[config.mk]
export PLATFORM = sky130hd
export DESIGN_NAME = pinbank_ctrl
export DESIGN_NICKNAME = d
export VERILOG_FILES = /design/src/rtl/pinbank_pkg.sv /design/src/rtl/pinbank_sync.sv /design/src/rtl/pinbank_edge.sv /design/src/rtl/pinbank_regs.sv /design/src/rtl/pinbank_ctrl.sv
export SDC_FILE = /design/constraint.sdc
export NUM_CORES = 1
export LEC_CHECK = 0
export CAP_MARGIN = 25
export CORE_MARGIN = 2
export CORE_UTILIZATION = 42
export DETAILED_ROUTE_END_ITERATION = 6
export GPL_TIMING_DRIVEN = 1
export SYNTH_ARGS = -nofsm -noshare
export SYNTH_HDL_FRONTEND = slang
export SYNTH_SLANG_ARGS = --single-unit
[constraint.sdc]
create_clock -name clk -period 2.3 [get_ports clk]
set_clock_uncertainty 0.1 [all_clocks]
set_input_delay 0.23 -clock clk [delete_from_list [all_inputs] [get_ports clk]]
set_output_delay 0.23 -clock clk [all_outputs]
set_load 0.02 [all_outputs]
[src/rtl/pinbank_pkg.sv]
// Shared offsets, register selector type and address decoder for the I/O bank.
package pinbank_pkg;

    localparam logic [7:0] OFS_DIR   = 8'h00;
    localparam logic [7:0] OFS_DRAIN = 8'h04;
    localparam logic [7:0] OFS_DATA  = 8'h08;
    localparam logic [7:0] OFS_EVENT = 8'h0C;
    localparam logic [7:0] OFS_MASK  = 8'h10;
    localparam logic [7:0] OFS_EDGE  = 8'h14;
    localparam logic [7:0] OFS_INEN  = 8'h18;

    typedef enum logic [2:0] {
        SEL_DIR,
        SEL_DRAIN,
        SEL_DATA,
        SEL_EVENT,
        SEL_MASK,
        SEL_EDGE,
        SEL_INEN,
        SEL_NONE
    } reg_sel_e;

    // Map a byte offset onto a register; anything unlisted selects nothing.
    function automatic reg_sel_e decode_offset(input logic [7:0] ofs);
        case (ofs)
            OFS_DIR:   return SEL_DIR;
            OFS_DRAIN: return SEL_DRAIN;
            OFS_DATA:  return SEL_DATA;
            OFS_EVENT: return SEL_EVENT;
            OFS_MASK:  return SEL_MASK;
            OFS_EDGE:  return SEL_EDGE;
            OFS_INEN:  return SEL_INEN;
            default:   return SEL_NONE;
        endcase
    endfunction

endpackage

[src/rtl/pinbank_sync.sv]
// Two-flop synchroniser, one chain per pad line.
// Assumes pad inputs are asynchronous to clk and that a two-cycle latency is acceptable.
module pinbank_sync #(
    parameter int LINES = 32
) (
    input  logic             clk,
    input  logic             rst_n,
    input  logic [LINES-1:0] pad_i,
    output logic [LINES-1:0] sync_o
);

    for (genvar n = 0; n < LINES; n++) begin : g_chain
        logic meta_q;
        logic stable_q;

        // Purpose: move one pad level through two flops into the clk domain.
        always_ff @(posedge clk) begin
            if (!rst_n) begin
                meta_q   <= 1'b0;
                stable_q <= 1'b0;
            end else begin
                meta_q   <= pad_i[n];
                stable_q <= meta_q;
            end
        end

        assign sync_o[n] = stable_q;
    end

endmodule

[src/rtl/pinbank_edge.sv]
// Per-line edge detector and sticky event latch with write-1-to-clear.
// Assumes level_i is already synchronised and gated; a new edge outranks a clear.
module pinbank_edge #(
    parameter int LINES = 32
) (
    input  logic             clk,
    input  logic             rst_n,
    input  logic [LINES-1:0] level_i,
    input  logic [LINES-1:0] falling_only_i,
    input  logic [LINES-1:0] clear_i,
    output logic [LINES-1:0] hit_o,
    output logic [LINES-1:0] event_o
);

    for (genvar b = 0; b < LINES; b++) begin : g_bit
        logic prev_q;
        logic evt_q;

        // Purpose: remember the level seen in the previous cycle.
        always_ff @(posedge clk) begin
            if (!rst_n) prev_q <= 1'b0;
            else        prev_q <= level_i[b];
        end

        assign hit_o[b] = falling_only_i[b] ? (prev_q & ~level_i[b])
                                            : (prev_q ^ level_i[b]);

        // Purpose: hold an event until cleared, letting a new edge win over a clear.
        always_ff @(posedge clk) begin
            if (!rst_n)          evt_q <= 1'b0;
            else if (hit_o[b])   evt_q <= 1'b1;
            else if (clear_i[b]) evt_q <= 1'b0;
        end

        assign event_o[b] = evt_q;
    end

endmodule

[src/rtl/pinbank_regs.sv]
// Register file and registered read path for the I/O bank.
// Assumes one-cycle strobes; all vectors here are in register bit order (line n at bit LINES-1-n).
module pinbank_regs
    import pinbank_pkg::*;
#(
    parameter int LINES  = 32,
    parameter int ADDR_W = 8
) (
    input  logic              clk,
    input  logic              rst_n,
    input  logic [ADDR_W-1:0] bus_addr,
    input  logic              bus_wr,
    input  logic [LINES-1:0]  bus_wdata,
    input  logic              bus_rd,
    output logic [LINES-1:0]  bus_rdata,
    input  logic [LINES-1:0]  level_i,
    input  logic [LINES-1:0]  event_i,
    output logic [LINES-1:0]  dir_o,
    output logic [LINES-1:0]  drain_o,
    output logic [LINES-1:0]  data_o,
    output logic [LINES-1:0]  mask_o,
    output logic [LINES-1:0]  falling_o,
    output logic [LINES-1:0]  inen_o,
    output logic [LINES-1:0]  clear_o
);

    reg_sel_e         sel;
    logic [LINES-1:0] rd_val;
    logic [LINES-1:0] rdata_q;

    assign sel = decode_offset(8'(bus_addr));

    // Purpose: update the configuration and data registers on writes.
    always_ff @(posedge clk) begin
        if (!rst_n) begin
            dir_o     <= '0;
            drain_o   <= '0;
            data_o    <= '0;
            mask_o    <= '0;
            falling_o <= '0;
            inen_o    <= '0;
        end else if (bus_wr) begin
            case (sel)
                SEL_DIR:   dir_o     <= bus_wdata;
                SEL_DRAIN: drain_o   <= bus_wdata;
                SEL_DATA:  data_o    <= bus_wdata;
                SEL_MASK:  mask_o    <= bus_wdata;
                SEL_EDGE:  falling_o <= bus_wdata;
                SEL_INEN:  inen_o    <= bus_wdata;
                default:   ;
            endcase
        end
    end

    // Purpose: turn a write to the event register into a one-cycle clear mask.
    assign clear_o = (bus_wr && sel == SEL_EVENT) ? bus_wdata : '0;

    // Purpose: select read data; outputs show the written value, inputs the gated pad.
    always_comb begin
        case (sel)
            SEL_DIR:   rd_val = dir_o;
            SEL_DRAIN: rd_val = drain_o;
            SEL_DATA:  rd_val = (dir_o & data_o) | (~dir_o & level_i);
            SEL_EVENT: rd_val = event_i;
            SEL_MASK:  rd_val = mask_o;
            SEL_EDGE:  rd_val = falling_o;
            SEL_INEN:  rd_val = inen_o;
            default:   rd_val = '0;
        endcase
    end

    // Purpose: register read data one cycle after the read strobe.
    always_ff @(posedge clk) begin
        if (!rst_n)      rdata_q <= '0;
        else if (bus_rd) rdata_q <= rd_val;
    end

    assign bus_rdata = rdata_q;

endmodule

[src/rtl/pinbank_ctrl.sv]
// Top of the I/O bank: synchroniser, register file, edge/event logic, pad drive and interrupt.
// Assumes pads are indexed by line while registers hold line n at bit LINES-1-n.
module pinbank_ctrl #(
    parameter int LINES  = 32,
    parameter int ADDR_W = 8
) (
    input  logic              clk,
    input  logic              rst_n,
    input  logic [ADDR_W-1:0] bus_addr,
    input  logic              bus_wr,
    input  logic [LINES-1:0]  bus_wdata,
    input  logic              bus_rd,
    output logic [LINES-1:0]  bus_rdata,
    input  logic [LINES-1:0]  pad_in,
    output logic [LINES-1:0]  pad_out,
    output logic [LINES-1:0]  pad_oe,
    output logic              irq_out
);

    logic [LINES-1:0] sync_line;
    logic [LINES-1:0] sync_bits;
    logic [LINES-1:0] level_bits;
    logic [LINES-1:0] dir_w;
    logic [LINES-1:0] drain_w;
    logic [LINES-1:0] data_w;
    logic [LINES-1:0] mask_w;
    logic [LINES-1:0] fall_w;
    logic [LINES-1:0] inen_w;
    logic [LINES-1:0] clr_w;
    logic [LINES-1:0] hit_w;
    logic [LINES-1:0] evt_w;
    logic [LINES-1:0] oe_bits;
    logic [LINES-1:0] out_bits;

    pinbank_sync #(.LINES(LINES)) u_sync (
        .clk    (clk),
        .rst_n  (rst_n),
        .pad_i  (pad_in),
        .sync_o (sync_line)
    );

    // Purpose: convert between pad (line) order and register (reversed) order.
    for (genvar n = 0; n < LINES; n++) begin : g_order
        assign sync_bits[LINES-1-n] = sync_line[n];
        assign pad_oe[n]            = oe_bits[LINES-1-n];
        assign pad_out[n]           = out_bits[LINES-1-n];
    end

    // Purpose: only enabled input buffers pass the pad level onward.
    assign level_bits = sync_bits & inen_w;

    pinbank_regs #(.LINES(LINES), .ADDR_W(ADDR_W)) u_regs (
        .clk       (clk),
        .rst_n     (rst_n),
        .bus_addr  (bus_addr),
        .bus_wr    (bus_wr),
        .bus_wdata (bus_wdata),
        .bus_rd    (bus_rd),
        .bus_rdata (bus_rdata),
        .level_i   (level_bits),
        .event_i   (evt_w),
        .dir_o     (dir_w),
        .drain_o   (drain_w),
        .data_o    (data_w),
        .mask_o    (mask_w),
        .falling_o (fall_w),
        .inen_o    (inen_w),
        .clear_o   (clr_w)
    );

    pinbank_edge #(.LINES(LINES)) u_edge (
        .clk            (clk),
        .rst_n          (rst_n),
        .level_i        (level_bits),
        .falling_only_i (fall_w),
        .clear_i        (clr_w),
        .hit_o          (hit_w),
        .event_o        (evt_w)
    );

    // Purpose: push-pull drives the data bit; open-drain only ever pulls low.
    assign oe_bits  = dir_w & (~drain_w | ~data_w);
    assign out_bits = dir_w & ~drain_w & data_w;

    // Purpose: combine unmasked events into one interrupt.
    assign irq_out = |(evt_w & mask_w);

endmodule

# Yosys cells after proc, flatten, opt, wreduce, memory -nomap -nowiden
# Index checks and enable logic that the tools add are counted.
[totals]
reg_bits = 352
input_bits = 76
output_inout_bits = 97
word_cells = 396
[op_classes]
n_eq_ne = 12
muxes = 99
bitwise_logic = 108
reduce_logical = 42
[op_table]
columns = ["cell", "count"]
rows = [
  ["32-bit bitwise AND", 7],
  ["32-bit case mux with 7 select lines", 1],
  ["1-bit 2-to-1 mux", 96],
  ["32-bit inverter", 3],
  ["32-bit bitwise OR", 2],
  ["2-bit nonzero test", 32],
  ["1-bit bitwise AND", 32],
  ["32-bit 2-to-1 mux", 1],
  ["1-bit inverter", 32],
  ["32-bit OR reduction", 1],
  ["1-bit bitwise XOR", 32],
  ["8-bit by 5-bit == test with 1-bit output (second input constant)", 3],
  ["3-bit case mux with 7 select lines", 1],
  ["8-bit by 4-bit == test with 1-bit output (second input constant)", 2],
  ["2-bit AND reduction", 6],
  ["3-bit == test (second input constant)", 3],
  ["8-bit by 3-bit == test with 1-bit output (second input constant)", 1],
  ["8-bit logical NOT", 1],
  ["3-bit by 2-bit == test with 1-bit output (second input constant)", 2],
  ["3-bit by 1-bit == test with 1-bit output (second input constant)", 1],
  ["3-bit logical NOT", 1],
  ["1-bit logical AND", 1],
]

# Depth between registers and ports, before layout
[logic_depth]
ltp_word = 7
mapped_depth = 7

# By module
# Synthesis repeated with hierarchy kept, for this count alone.
[unflattened]
cells_unflattened = 1712
area_unflattened_um2 = 16858.7
[by_module_without_submodules]
columns = ["module", "n_inst", "cells_per_inst", "area_each_um2", "seq_area_each_um2"]
rows = [
  ["pinbank_regs", 1, 1070, 10860.4, 4484.3],
  ["pinbank_edge", 1, 327, 3128.0, 1281.2],
  ["pinbank_sync", 1, 166, 2031.9, 1281.2],
  ["pinbank_ctrl", 1, 149, 838.3, 0.0],
]

# Least setup slack after synthesis
# No wires, ideal clock.
[synth_path]
path_type = "input-to-reg"
from = "input bus_addr[7]"
to = "register u_regs.dir_o[0]"
setup_ps = 120
t_arrival_ps = 1528
required_ps = 2080
slack_ps = 552
stages = 6
cell_sequence = "nor4_4 > nand3b_1 > or4_1 > buf_6 > buf_12 > mux2i_1"
[synth_via]
elab_chain_cells = 4
[synth_rtl]
columns = ["item", "line_no", "text"]
rows = [
  ["from (decl)", "pinbank_ctrl.sv:9", "input logic [ADDR_W-1:0] bus_addr,"],
  ["8-bit by 5-bit == test with 1-bit output, or another cell as far along", "pinbank_pkg.sv:25", "case (ofs)"],
  ["3-bit case mux with 7 select lines *", "pinbank_pkg.sv:25", ""],
  ["3-bit logical NOT *", "pinbank_regs.sv:43", "case (sel)"],
  ["2-bit AND reduction (no line) *", "-", ""],
  ["to (signal assigned)", "pinbank_regs.sv:44", "SEL_DIR: dir_o <= bus_wdata;"],
  ["to (decl)", "pinbank_regs.sv:18", "output logic [LINES-1:0] dir_o,"],
]
# Every way passes the cells marked *; elsewhere a longest branch is shown, timed or not.
# A chain may end at the register's enable or synchronous reset.

# Worst setup path after layout
[layout_path]
from = "register u_edge.g_bit[27].evt_q"
to = "output irq_out"
[layout_via]
elab_chain_cells = 2
[layout_rtl]
columns = ["item", "line_no", "text"]
rows = [
  ["from (decl)", "pinbank_edge.sv:17", "logic evt_q;"],
  ["from (signal assigned)", "pinbank_edge.sv:30", "if (!rst_n) evt_q <= 1'b0;"],
  ["from (signal assigned)", "pinbank_edge.sv:31", "else if (hit_o[b]) evt_q <= 1'b1;"],
  ["from (signal assigned)", "pinbank_edge.sv:32", "else if (clear_i[b]) evt_q <= 1'b0;"],
  ["32-bit bitwise AND", "pinbank_ctrl.sv:86", "assign irq_out = |(evt_w & mask_w);"],
  ["32-bit OR reduction", "pinbank_ctrl.sv:86", ""],
  ["to (decl)", "pinbank_ctrl.sv:17", "output logic irq_out"],
]
# No other way between the ends.

==> impl_results.md <==
* Site Rows at 69
* GRT overflow at 0
* Placed cell areas at 0.0176 mm²
* Failing checks: negative setup slack
* Worst EP arrival at 2010 ps
* TritonRoute pass-1 iters at 5
* Gr usage total at 24.7%
* Non-filler cells, final at 2294
* Post-Syn Area at 0.0151 mm²
* Synth warn at 0
* RSZ-0062 raised after global routing: yes
* Critical-path cell list: a22oi_2 -> buf_4 -> nand4_1 -> or4_4 -> buf_6
* Critical path startpoint category: register
* Via-to-Cell Ratio at 5.54
* CTS sink cnt at 352
* Wire length per cell at 20.7 µm
* Pins Over Slew Limit at 0
* Vias at 12705
* Share of cells above drive strength 1 at 8.46%
* Synth Register Bits at 352
* CP max FO at 3
* Synth Instances at 1641
* Port Buffer Count at 172
* Synthesized area per cell at 9.18 µm²
* CP top delay family: simple AND/OR/NAND/NOR gates
* Vias in the first global route at 12492
* Final #Nets at 1920
* TritonCTS buffer count at 38
* Worst Setup Path Type: register to output port
* Ports at 173
* Worst-path clk slew at 60 ps
* First-pass GRT wire length at 73.0 mm
* Total routed wirelength at 47.5 mm
* Die area at 0.0374 mm²
* CP Capture Type: output port
* Synthesized net count at 1749
* DRC at 0
* CP bufs+invs at 2
* CTS tree: done
* Final hold violation count at 0
* Endpoints failing setup at 1
* Peak Freq at 427 MHz
* Dpl hpwl at 30.7 mm
* Diodes inserted at 0
* Min cycle time layout at 2340 ps
* Setup TNS at -42.1 ps
* Largest cells by area after synthesis: dfxtp_1 (47%), nand2_1 (9.6%), mux2i_1 (8.6%), and2_1 (3.9%), a21boi_0 (3.2%)
* VDD IR-drop max at 0.530 mV
* Unique masters post-synth at 48
* DRT iter0 DRCs at 975
* Most common cell in the synthesized netlist: nand2_1
* Crit-path slowest cell: or4_4
* Area added between synthesis and finish at 25.6%
* Hold_buf cts at 0
* Post-route ant nets at 0
* CTS Buffer Depth at 3
* Period utilization at 102%
* Largest net degree at the start of global routing at 138
* Final Total Pwr at 0.0129 W
* Yosys top cell area share at 46.8%
* Clk Latency, worst-skew pair at 520 ps
* CTS Root Cell: clkbuf_16
* Pwr dens at 680 mW/mm²
* Setup bufs post-CTS at 0
* Critical Path Max Stage Delay at 570 ps
* Max H-tree Level at 2
* Initial antenna violation count at 1
* Outcome: complete, but fails checks
* Post-route cell area at 0.0189 mm²
* Max cap viols at 0
* GP Congestion at 0.812
* Worst slew pin tran at 725 ps
* Die height at 193 µm
* Die X-Extent at 193 µm
* Required time worst endpoint at 1970 ps
* Max transition margin at 51.6%
* Synth area leader: dfxtp_1
* Worst hold path class: input pin to register
* Core area at 0.0354 mm²
* Sequential fraction of the synthesis area at 46.8%
* Leakage Power at 7.22 nW
* Core Util, Final at 53.4%
* Ys flop type: dfxtp_1
* Final worst setup slack at -42.1 ps
* EDFF count, synth at 0
* Async set-reset flop share out of synthesis at 0%
* Top cells by count, synth: nand2_1 (384), dfxtp_1 (352), mux2i_1 (129)
* Number of placed instances, taps included at 2233
* Initial Util at 42.5%
==> placed cells by master, fill, tap and decap left out, types with 3 or more instances in the layout <==
cell,count
nand2_1,384
dfxtp_1,351
clkdlybuf4s50_1,167
mux2i_1,129
and2_1,95
a21oi_1,65
o21ai_0,63
o21a_1,63
a21boi_0,61
nor2_1,53
buf_4,46
clkbuf_16,41
nor3b_1,32
and3_1,32
o211ai_1,32
ha_1,32
a222oi_1,31
a221o_1,31
buf_12,26
and3b_1,12
a22oi_1,11
clkbuf_1,6
clkinv_2,6
a22oi_2,5
clkbuf_8,5
nand4_1,4
a21boi_1,3
and3_2,3
nand3_1,3
nor2b_1,3
bufinv_16,3
==> cell families (layout without fill, tap and decap cells) <==
kind of cell,after synthesis,count (layout),share of synthesized area [%]
buf+inv,115,307,4.30
fa+ha+maj,32,32,2.66
flops,352,352,46.8
simple gates,644,644,20.3
mux,129,129,8.58
compound gates,369,369,17.3
==> per-layer routing <==
metal,part of all wire [%],global-route usage (%)
met5,0,0
met4,2.6,7.38
met2,47,42.1
met3,5.0,3.19
met1,45,32.5
==> final timing paths <==
check / end / slack [ps] / depth (start not counted) / from
setup / recovery: irq_out / -40 / 5 / u_edge.g_bit[27].evt_q$_SDFFE_PN0P_
hold / removal: u_sync.g_chain[24].meta_q$_SDFF_PN0_ / 180 / 2 / pad_in[24]
setup reg to reg: u_regs.bus_rdata[20]$_SDFFE_PN0P_ / 720 / 4 / u_regs.mask_o[20]$_SDFFE_PN0P_
hold reg to reg: u_sync.g_chain[19].stable_q$_SDFF_PN0_ / 330 / 1 / u_sync.g_chain[19].meta_q$_SDFF_PN0_
==> state kept, by name, summed over array words and instances (netlist names) <==
name / flops
u_sync.g_chain.stable_q: 32
u_sync.g_chain.meta_q: 32
u_regs.data_o: 32
u_regs.drain_o: 32
u_regs.falling_o: 32
u_edge.g_bit.evt_q: 32
u_regs.bus_rdata: 32
u_regs.mask_o: 32
u_regs.dir_o: 32
u_edge.g_bit.prev_q: 32
u_regs.inen_o: 32
==> metrics by stage <==
stage	hold WS [ps]	setup WS, ps
final	179	-42.1
after global routing	171	-104
after CTS	170	-61.0
after detailed placement	317	-116
after global placement	314	-87.1
after floorplan	257	552
==> what timing repair did <==
item	CTS	global route
setup endpoints to repair	3	3
resized for setup	11	6
pin swaps	3	4
gates cloned	0	0
==> layout make-up <==
| cell class | instances | area [µm²] |
|---|---|---|
| clock buffers | 52 | 1120 |
| well taps | 461 | 577 |
| clock inverters | 9 | 120 |
| inverters | 1 | 3.75 |
| fillers | 3273 | 16500 |
| repair buffers | 245 | 2600 |
| flip-flops and latches | 352 | 7050 |
| multi-input cells | 1174 | 7440 |
==> power breakdown <==
group | total, W | leakage, nW | switching, W | internal [W]
sequential | 0.00617 | 2.85 | 0.0000202 | 0.00615
clock | 0.00612 | 0.614 | 0.00241 | 0.00371
combinational | 0.000566 | 3.76 | 0.000350 | 0.000216
total | 0.0129 | 7.22 | 0.00278 | 0.0101
(Power assumes the default switching activity.)
